--- src/rtl/addr_xlate_pkg.sv ---
package addr_xlate_pkg;
  typedef enum logic [1:0] {
    FLD_BASE  = 2'd0,
    FLD_RANGE = 2'd1,
    FLD_REMAP = 2'd2,
    FLD_NONE  = 2'd3
  } fld_e;

  localparam int unsigned REMAP_EN_BIT = 0;
  localparam int unsigned REMAP_CB_BIT = 2;
endpackage

--- src/rtl/axl_window.sv ---
module axl_window
  import addr_xlate_pkg::*;
#(
  parameter int unsigned ADDR_W = 32,
  parameter int unsigned LSB    = 15,
  parameter int unsigned WIN_W  = 2,
  parameter int unsigned IDX    = 0
) (
  input  logic              clk_i,
  input  logic              rst_ni,
  input  logic              wr_en_i,
  input  logic [WIN_W-1:0]  wr_win_i,
  input  logic [1:0]        wr_field_i,
  input  logic [ADDR_W-1:0] wr_data_i,
  input  logic [ADDR_W-1:0] addr_i,
  output logic              match_o,
  output logic              en_o,
  output logic              cb_o,
  output logic [ADDR_W-1:0] xaddr_o
);
  localparam int unsigned HW = ADDR_W - LSB;

  logic [HW-1:0] base_q, range_q, remap_q;
  logic          en_q, cb_q;
  logic          sel;

  assign sel = wr_en_i && (wr_win_i == WIN_W'(IDX));

  always_ff @(posedge clk_i or negedge rst_ni) begin
    if (!rst_ni) begin
      base_q  <= '0;
      range_q <= '0;
      remap_q <= '0;
      en_q    <= 1'b0;
      cb_q    <= 1'b0;
    end else if (sel) begin
      case (fld_e'(wr_field_i))
        FLD_BASE:  base_q  <= wr_data_i[ADDR_W-1:LSB];
        FLD_RANGE: range_q <= wr_data_i[ADDR_W-1:LSB];
        FLD_REMAP: begin
          remap_q <= wr_data_i[ADDR_W-1:LSB];
          en_q    <= wr_data_i[REMAP_EN_BIT];
          cb_q    <= wr_data_i[REMAP_CB_BIT];
        end
        default: ;
      endcase
    end
  end

  assign match_o = en_q && ((addr_i[ADDR_W-1:LSB] & range_q) == base_q);
  assign en_o    = en_q;
  assign cb_o    = cb_q;
  assign xaddr_o = {(remap_q & range_q) | (addr_i[ADDR_W-1:LSB] & ~range_q),
                    addr_i[LSB-1:0]};

  // remap write lands control bits on the next cycle
  a_r4_remap_ctrl: assert property (@(posedge clk_i) disable iff (!rst_ni)
    (sel && wr_field_i == 2'd2) |=> (en_q == $past(wr_data_i[REMAP_EN_BIT]) &&
                                     cb_q == $past(wr_data_i[REMAP_CB_BIT])));
  // unused field code leaves state untouched
  a_r12_no_field: assert property (@(posedge clk_i) disable iff (!rst_ni)
    (wr_en_i && wr_field_i == 2'd3) |=> ($stable(base_q) && $stable(range_q) &&
                                         $stable(remap_q) && $stable(en_q)));
endmodule

--- src/rtl/axl_pick.sv ---
module axl_pick #(
  parameter int unsigned N     = 3,
  parameter int unsigned IDX_W = 2
) (
  input  logic [N-1:0]     req_i,
  output logic             any_o,
  output logic [IDX_W-1:0] idx_o
);
  always_comb begin
    idx_o = '0;
    for (int i = N - 1; i >= 0; i--) begin
      if (req_i[i]) idx_o = IDX_W'(i);
    end
  end
  assign any_o = |req_i;

  // chosen index is a requester with nothing lower requesting
  always_comb begin
    if (any_o) begin
      a_r7_lowest_wins: assert (req_i[idx_o] &&
                                ((req_i & ((N'(1) << idx_o) - N'(1))) == '0));
    end
  end
endmodule

--- src/rtl/addr_xlate.sv ---
module addr_xlate #(
  parameter int unsigned ADDR_W = 32,
  parameter int unsigned LSB    = 15,
  parameter int unsigned N_MEM  = 2
) (
  input  logic              clk_i,
  input  logic              rst_ni,
  input  logic              wr_en_i,
  input  logic [1:0]        wr_win_i,
  input  logic [1:0]        wr_field_i,
  input  logic [ADDR_W-1:0] wr_data_i,
  input  logic              req_valid_i,
  input  logic [ADDR_W-1:0] req_addr_i,
  input  logic              req_io_i,
  output logic              resp_valid_o,
  output logic              resp_hit_o,
  output logic [1:0]        resp_win_o,
  output logic [ADDR_W-1:0] resp_addr_o,
  output logic              resp_cb_o
);
  localparam int unsigned NW     = N_MEM + 1;
  localparam int unsigned WIN_W  = 2;
  localparam int unsigned IO_IDX = NW - 1;

  logic [NW-1:0]     match, elig, en_vec, cb_vec;
  logic [ADDR_W-1:0] xaddr [NW];
  logic              any;
  logic [WIN_W-1:0]  idx;

  for (genvar w = 0; w < NW; w++) begin : g_win
    axl_window #(.ADDR_W(ADDR_W), .LSB(LSB), .WIN_W(WIN_W), .IDX(w)) u_win (
      .clk_i     (clk_i),
      .rst_ni    (rst_ni),
      .wr_en_i   (wr_en_i),
      .wr_win_i  (wr_win_i),
      .wr_field_i(wr_field_i),
      .wr_data_i (wr_data_i),
      .addr_i    (req_addr_i),
      .match_o   (match[w]),
      .en_o      (en_vec[w]),
      .cb_o      (cb_vec[w]),
      .xaddr_o   (xaddr[w])
    );
    // I/O window answers only I/O requests, memory windows only memory
    if (w == IO_IDX) begin : g_io
      assign elig[w] = match[w] && req_io_i;
    end else begin : g_mem
      assign elig[w] = match[w] && !req_io_i;
    end
  end

  axl_pick #(.N(NW), .IDX_W(WIN_W)) u_pick (
    .req_i(elig),
    .any_o(any),
    .idx_o(idx)
  );

  always_ff @(posedge clk_i or negedge rst_ni) begin
    if (!rst_ni) begin
      resp_valid_o <= 1'b0;
      resp_hit_o   <= 1'b0;
      resp_win_o   <= '0;
      resp_addr_o  <= '0;
      resp_cb_o    <= 1'b0;
    end else begin
      resp_valid_o <= req_valid_i;
      if (req_valid_i && any) begin
        resp_hit_o  <= 1'b1;
        resp_win_o  <= idx;
        resp_addr_o <= xaddr[idx];
        resp_cb_o   <= cb_vec[idx];
      end else begin
        resp_hit_o  <= 1'b0;
        resp_win_o  <= '0;
        resp_addr_o <= '0;
        resp_cb_o   <= 1'b0;
      end
    end
  end

  a_r10_valid_latency: assert property (@(posedge clk_i) disable iff (!rst_ni)
    req_valid_i |=> resp_valid_o);
  a_r10_miss_zero: assert property (@(posedge clk_i) disable iff (!rst_ni)
    (resp_valid_o && !resp_hit_o) |-> (resp_addr_o == '0 && !resp_cb_o && resp_win_o == '0));
  a_r8_space_split: assert property (@(posedge clk_i) disable iff (!rst_ni)
    (req_valid_i && any) |=> (resp_hit_o &&
      ((resp_win_o == WIN_W'(IO_IDX)) == $past(req_io_i))));
  a_r4_enabled_only: assert property (@(posedge clk_i) disable iff (!rst_ni)
    (req_valid_i && en_vec == '0) |=> !resp_hit_o);
endmodule

--- config.mk ---
export PLATFORM = sky130hd
export DESIGN_NAME = addr_xlate
export DESIGN_NICKNAME = d
export VERILOG_FILES = /design/src/rtl/addr_xlate_pkg.sv /design/src/rtl/axl_window.sv /design/src/rtl/axl_pick.sv /design/src/rtl/addr_xlate.sv
export SDC_FILE = /design/constraint.sdc
export NUM_CORES = 1
export LEC_CHECK = 0
export BUFFER_PORTS_ARGS = -buffer_cell sky130_fd_sc_hd__buf_4
export CAP_MARGIN = 40
export CORE_MARGIN = 8
export CORE_UTILIZATION = 44
export CTS_CLUSTER_SIZE = 24
export DETAILED_ROUTE_END_ITERATION = 10
export GPL_TIMING_DRIVEN = 0
export PLACE_DENSITY = 0.6
export SETUP_SLACK_MARGIN = 0.2
export SLEW_MARGIN = 20
export SYNTH_ARGS = -nofsm -noshare
export SYNTH_HDL_FRONTEND = slang
export SYNTH_SLANG_ARGS = --single-unit
--- constraint.sdc ---
create_clock -name clk_i -period 5.72 [get_ports clk_i]
set_input_delay 0.286 -clock clk_i [delete_from_list [all_inputs] [get_ports clk_i]]
set_output_delay 0.286 -clock clk_i [all_outputs]
set_load 0.01 [all_outputs]
==> run metrics, run 1 <==
drt drc 0; fin crit period between 2000 and 3000 ps; Synth area leaders dfrtp_1 54%, mux2_2 24%, xor2_1 2.3%, and3_1 2.2%, mux2i_1 1.9%; first-pass GRT wire length 39,700 um; Total GRT Usage just over 20%; Max Fclk 364 MHz; TritonCTS buffer count 17; MaxCap Viol Count 0; via/cell ratio 5.73; sequential-to-total area share from yosys stat between 50% and 60%; share of layout cells above drive strength 1 about 43%; crit share post-route 48.0%; DR iter-0 viols roughly 450; clock skew about 13 ps; Finished Core Util a little over half; Layout Nets about 900; Pleak roughly 4.9 nW; Area Growth Syn to Fin 19.2%; initial antenna violation count 0; CTS root buf clkbuf_16; Yosys cell types 32; final slew viol count 0; final WL around 25,000 um; worst skew pair latency 440 ps; clock buffer depth 2; final instance area approximately 11,000 sq um; Final ANT Viol Nets 0; Hold WC Path Type in2reg; post-synth top area share roughly 54%; final setup vio count 0; Via Count ~6,400; routability cong. approximately 0.84; total congestion overflow 0; Die ar. between 20,000 and 30,000 sq um; CTS H-tree lvls 4; core area between 20,000 and 25,000 sq um; pin count of the biggest net entering global routing around 110; CTS sink count just under 200; Crit path required time 6060 ps; IO buf count 96; Core Rows 52; clock slew at reported path FFs about 70 ps; Syn Std Cell Area 9090 sq um; CP endpoint kind flop; post-DR wirelength/cell 23.0 um; synth warn 0; Synth Register Bits just under 200; Cell Area, Placed approximately 10,000 sq um; drt first pass iters 4; status finished, final reports clean; Die Y 160 um; CP startpoint kind flop; Syn Area/Cell approximately 13 sq um; # diodes 0; CP arrival ~3000 ps; Post-Syn Nets slightly below 800; max_slew headroom between 40% and 50%; Hold Fails Final Rpt 0; Fillers 1,764; final hold slack 58.0 ps; Gate Count Post-Synth 697; die width about 160 um; peak supply drop 0.000213 V; DP HPWL 18,200 um; Worst Tran Pin Value around 860 ps; reg2reg setup slack between 2000 and 3000 ps; ratio of total power to cell area ~340 nW/um^2; unrepaired setup endpoints after global routing false; CTS tree built; final setup TNS 0 ps; Starting Density about 45%; power after layout between 3 and 4 mW; IO Pins 110; vias in the first global route 6,780; critical path class reg2reg; largest area contributor in the netlist dfrtp_1; CP Max Fanout 10
Yosys cell counts:
cell type / count
buf_1: 5
nor2b_1: 2
nor4_1: 1
mux2_2: 193
buf_6: 3
or3_1: 2
clkbuf_1: 14
buf_2: 13
nor2_1: 5
nand2_1: 35
nand4b_1: 1
or4_4: 1
nand3b_1: 4
nor3b_1: 1
o211ai_1: 21
mux2i_1: 17
and2_1: 2
or4_1: 3
a21bo_2: 2
xor2_1: 24
o311ai_0: 18
nand4_1: 23
nor4_4: 1
and3_1: 32
nor4_2: 3
o22ai_1: 23
buf_4: 2
nand2b_1: 5
o21ai_0: 2
a21oi_1: 33
xnor2_1: 10
dfrtp_1: 196
worst max-delay path, stage by stage (launching register included):
cell	delay, ps
dfrtp_1	410
a21oi_1	230
o22ai_1	120
or4_1	550
nor4_1	370
buf_2	280
buf_2	280
o311ai_0	170
a21oi_1	240
what timing repair did:
item,in CTS,in global routing
setup buffers,0,0
hold endpoints to repair,91,0
hold buffers,1,0
gates resized for setup,0,0
flip-flops by register name, summed over array words and instances, names as in the netlist:
signal / cells
g_win.u_win.base_q: 51
g_win.u_win.range_q: 51
g_win.u_win.remap_q: 51
resp_addr_o: 32
g_win.u_win.cb_o: 3
g_win.u_win.en_o: 3
resp_win_o: 2
resp_cb_o: 1
resp_hit_o: 1
resp_valid_o: 1
layer usage:
layer	part of all wire, %	track usage [%]	wire length (um)	vias to the layer above
met2	50	33.5	12700	160
met3	3.9	3.24	992	44
met4	2.5	7.93	648	0
met5	0	0	0	-
li1	-	-	-	2857
met1	44	26.0	11100	3291
final cells by class:
type	instances	area [sq um]	area share (%)
Sequential cell	196	4900	45.3
Clock inverter	12	83.8	0.773
Clock buffer	20	437	4.03
Tap cell	270	338	3.12
Buffer	37	185	1.71
Multi-Input combinational cell	464	4010	37.0
Timing Repair Buffer	110	878	8.10
where the power goes:
part / switching (mW) / leakage, nW / internal [mW] / total [mW]
registers: 0.180 / 2.46 / 1.65 / 1.83
clock network: 0.528 / 0.254 / 0.555 / 1.08
logic: 0.328 / 2.14 / 0.399 / 0.728
total: 1.04 / 4.86 / 2.60 / 3.64
path summary, 6_finish.rpt:
path                       depth (start not counted)                               endpoint                             startpoint
setup reg to reg                                   8              resp_addr_o[30]$_DFF_PN0_  g_win[1].u_win.range_q[2]$_DFFE_PN0P_
hold / removal                                     1                 resp_valid_o$_DFF_PN0_                            req_valid_i
min in group asynchronous                          2  g_win[1].u_win.remap_q[9]$_DFFE_PN0P_                                 rst_ni
max in group asynchronous                          3   g_win[2].u_win.base_q[0]$_DFFE_PN0P_                                 rst_ni
hold reg to reg                                    1        g_win[2].u_win.cb_o$_DFFE_PN0P_        g_win[2].u_win.cb_o$_DFFE_PN0P_
setup / recovery                                   8              resp_addr_o[30]$_DFF_PN0_  g_win[1].u_win.range_q[2]$_DFFE_PN0P_
cell usage in the layout (no fill, tap or decap), types with 3 or more instances in the layout:
cell type  Yosys  layout
xor2_1        24      24
buf_4          2      98
a21oi_1       33      33
o211ai_1      21      21
mux2_2       193     193
dfrtp_1      196     196
o22ai_1       23      23
or4_1          3       3
buf_6          3      11
mux2i_1       17      17
xnor2_1       10      10
nand2_1       35      35
and3_1        32      32
buf_1          5       5
nor2_2         0       3
o311ai_0      18      18
nand3b_1       4       4
nor4_2         3       3
buf_2         13      16
nand2b_1       5       5
clkinv_4       0       4
clkbuf_16      0      17
clkinv_2       0       5
nand4_1       23      23
clkbuf_1      14      17
metrics by stage:
step                      setup WS, ps  instances
after floorplan                   3450        697
after global placement            2730       1063
after detailed placement          2980       1072
after CTS                         2990       1105
after global routing              2800       1109
final                             2980       1109
kinds of logic after synthesis:
logic type	synth area share, %
flip-flops	53.9
buffers and inverters	2.04
AND/OR/NAND/NOR	7.79
AO/OA/AOI/OAI	7.20
XOR/XNOR	3.27
multiplexers	25.8
Note: power is estimated with default switching activity, not from simulation.
==> run 2: changes to the inputs <==
- clock period: 5.72 -> 2.7 ns (I/O delays scaled with it)
==> run 2 against run 1 <==
Sequential power rose by 110%. Global-route usage rose by 0.44 points. Non-clock buffer count rose by 45. Critical path depth did not move. Clock-buffer cell count did not move. Wire length rose by 3.3%. Design area rose by 6.4%. Final cell count rose by 4.1%. Flip-flop and latch count did not move. Critical path type unchanged.
==> run metrics, run 2 (same netlist as run 1, synthesis figures left out) <==
status finished, final reports clean; Hold Fails Final Rpt 0; Total GRT Usage about a fifth; reg2reg setup slack 200 ps; CP Depth 8; Starting Density 44.9%; biggest regs g_win.u_win.base_q: 51 flops, g_win.u_win.range_q: 51 flops, g_win.u_win.remap_q: 51 flops; crit share post-route between 90 and 100%; drt drc 0; CP Max Fanout 10; pin count of the biggest net entering global routing 106; Hold WC Path Type in2reg; post-DR wirelength/cell approximately 23 um; IO Pins 110; unrepaired setup endpoints after global routing true; Fillers 1,681; via/cell ratio 5.66; internal power between 5 and 6 mW; CP endpoint kind flop; WP buf/inv 2; CTS root buf clkbuf_16; CTS tree built; fin crit period 2500 ps; Slowest Stage Delay on Critical Path around 570 ps; final setup vio count 0; Crit path required time around 3100 ps; critical path class reg2reg; slowest CP cell or4_4; path depth of the worst reg2reg path 8; sequential share of power 49.5%; final setup TNS 0 ps; CP startpoint kind flop; core area about 20,000 sq um; most common cell after layout, fill and taps aside dfrtp_1; die width 160 um; max_slew headroom 42.2%; Critical Path Source g_win[1].u_win.range_q[10]$_DFFE_PN0P_; Max Fclk roughly 400 MHz; clock buffer depth 2; CP Cell Sequence and3_4 > o21ai_1 > or4_4 > nor4_4 > buf_6 > buf_4 > o311ai_0 > a21oi_1; total congestion overflow 0; ratio of total power to cell area 680 nW/um^2; TritonCTS buffer count 17; Pleak just over 5 nW; Worst Tran Pin Value approximately 870 ps; peak supply drop between 0.0004 and 0.0005 V; power after layout between 7 and 8 mW; combinational share of power 21.3%; initial antenna violation count 1; DP HPWL 18,200 um; final WL 26,300 um; worst skew pair latency 440 ps; dpl ws -12.3 ps; clock slew at reported path FFs roughly 70 ps; DR iter-0 viols ~530; Via Count between 6,000 and 7,000; Die Y between 150 and 200 um; Final ANT Viol Nets 0; reg-to-reg startpoint g_win[1].u_win.range_q[10]$_DFFE_PN0P_; share of layout cells above drive strength 1 45.2%; Switching Share 28.7%; family with the most delay on the worst path simple AND/OR/NAND/NOR gates; vias in the first global route approximately 7,000; worst setup slack after layout between 200 and 250 ps; first-pass GRT wire length a little over 40,000 um; Layout Nets 944; IO buf count between 90 and 100; final slew viol count 0; drt first pass iters 5; Core Rows 52; routability cong. roughly 0.84; clock power share just under 30%; CP arrival around 2900 ps; crit path capture resp_addr_o[28]$_DFF_PN0_; final hold slack roughly 15 ps; end of the worst register-to-register path resp_addr_o[28]$_DFF_PN0_; commonest non-fill, non-tap cells in the layout 196 x dfrtp_1, 193 x mux2_2, 119 x buf_4; CTS H-tree lvls 4; Psw between 2 and 2.5 mW; Die ar. approximately 26,000 sq um; Area Growth Syn to Fin 26.8%; clock skew between 10 and 15 ps; CTS sink count around 200; MaxCap Viol Count 0
run 2: final cells by class:
class / count / area [sq um] / area share (%)
Multi-Input combinational cell: 464 / 4170 / 36.1
Buffer: 37 / 263 / 2.28
Clock inverter: 12 / 83.8 / 0.727
Antenna cell: 1 / 2.50 / 0.0217
Clock buffer: 20 / 437 / 3.79
Sequential cell: 196 / 4900 / 42.5
Timing Repair Buffer: 155 / 1340 / 11.6
Tap cell: 270 / 338 / 2.93
run 2: power by group through the flow:
stage | logic, mW | registers (mW) | clock network [mW]
after floorplan | 1.05 | 3.82 | 0
after global placement | 1.48 | 3.88 | 0
after detailed placement | 1.54 | 3.93 | 0
after CTS | 1.62 | 3.87 | 2.35
after global routing | 1.80 | 3.96 | 2.46
final | 1.67 | 3.88 | 2.29
run 2: timing repair:
item,in CTS,in global routing
endpoints found under the hold margin,201,0
pin swaps,4,17
endpoints found under the setup margin,29,18
setup buffers,4,9
gates cloned,0,1
hold buffers,32,0
gates resized for setup,19,46
run 2: metrics by stage:
stage	util (%)	cells	cell area [sq um]
after floorplan	-	697	9090
after global placement	50.2	1063	10200
after detailed placement	50.7	1072	10300
after CTS	55.4	1140	11200
after global routing	57.0	1155	11500
final	57.0	1155	11500
run 2: how the worst min path moves through the flow:
stage / start / end / slack (ps) / cells after the start
after floorplan: rst_ni / g_win[0].u_win.base_q[0]$_DFFE_PN0P_ / -160 / 0
after global placement: req_valid_i / resp_valid_o$_DFF_PN0_ / 350 / 1
after CTS: wr_data_i[25] / g_win[0].u_win.base_q[10]$_DFFE_PN0P_ / 0.7 / 2
after detailed placement: rst_ni / g_win[2].u_win.base_q[9]$_DFFE_PN0P_ / 210 / 1
final: wr_data_i[25] / g_win[0].u_win.base_q[10]$_DFFE_PN0P_ / 20 / 2
after global routing: wr_data_i[25] / g_win[0].u_win.base_q[10]$_DFFE_PN0P_ / 20 / 2
run 2: layer usage:
| layer | vias up | global-route usage (%) | share of wire, % | wire length, um |
|---|---|---|---|---|
| li1 | 2940 | - | - | - |
| met1 | 3361 | 26.3 | 43 | 11200 |
| met2 | 191 | 34.4 | 50 | 13200 |
| met3 | 45 | 3.21 | 4.4 | 1160 |
| met4 | 0 | 8.70 | 2.6 | 673 |
| met5 | - | 0 | 0 | 0 |
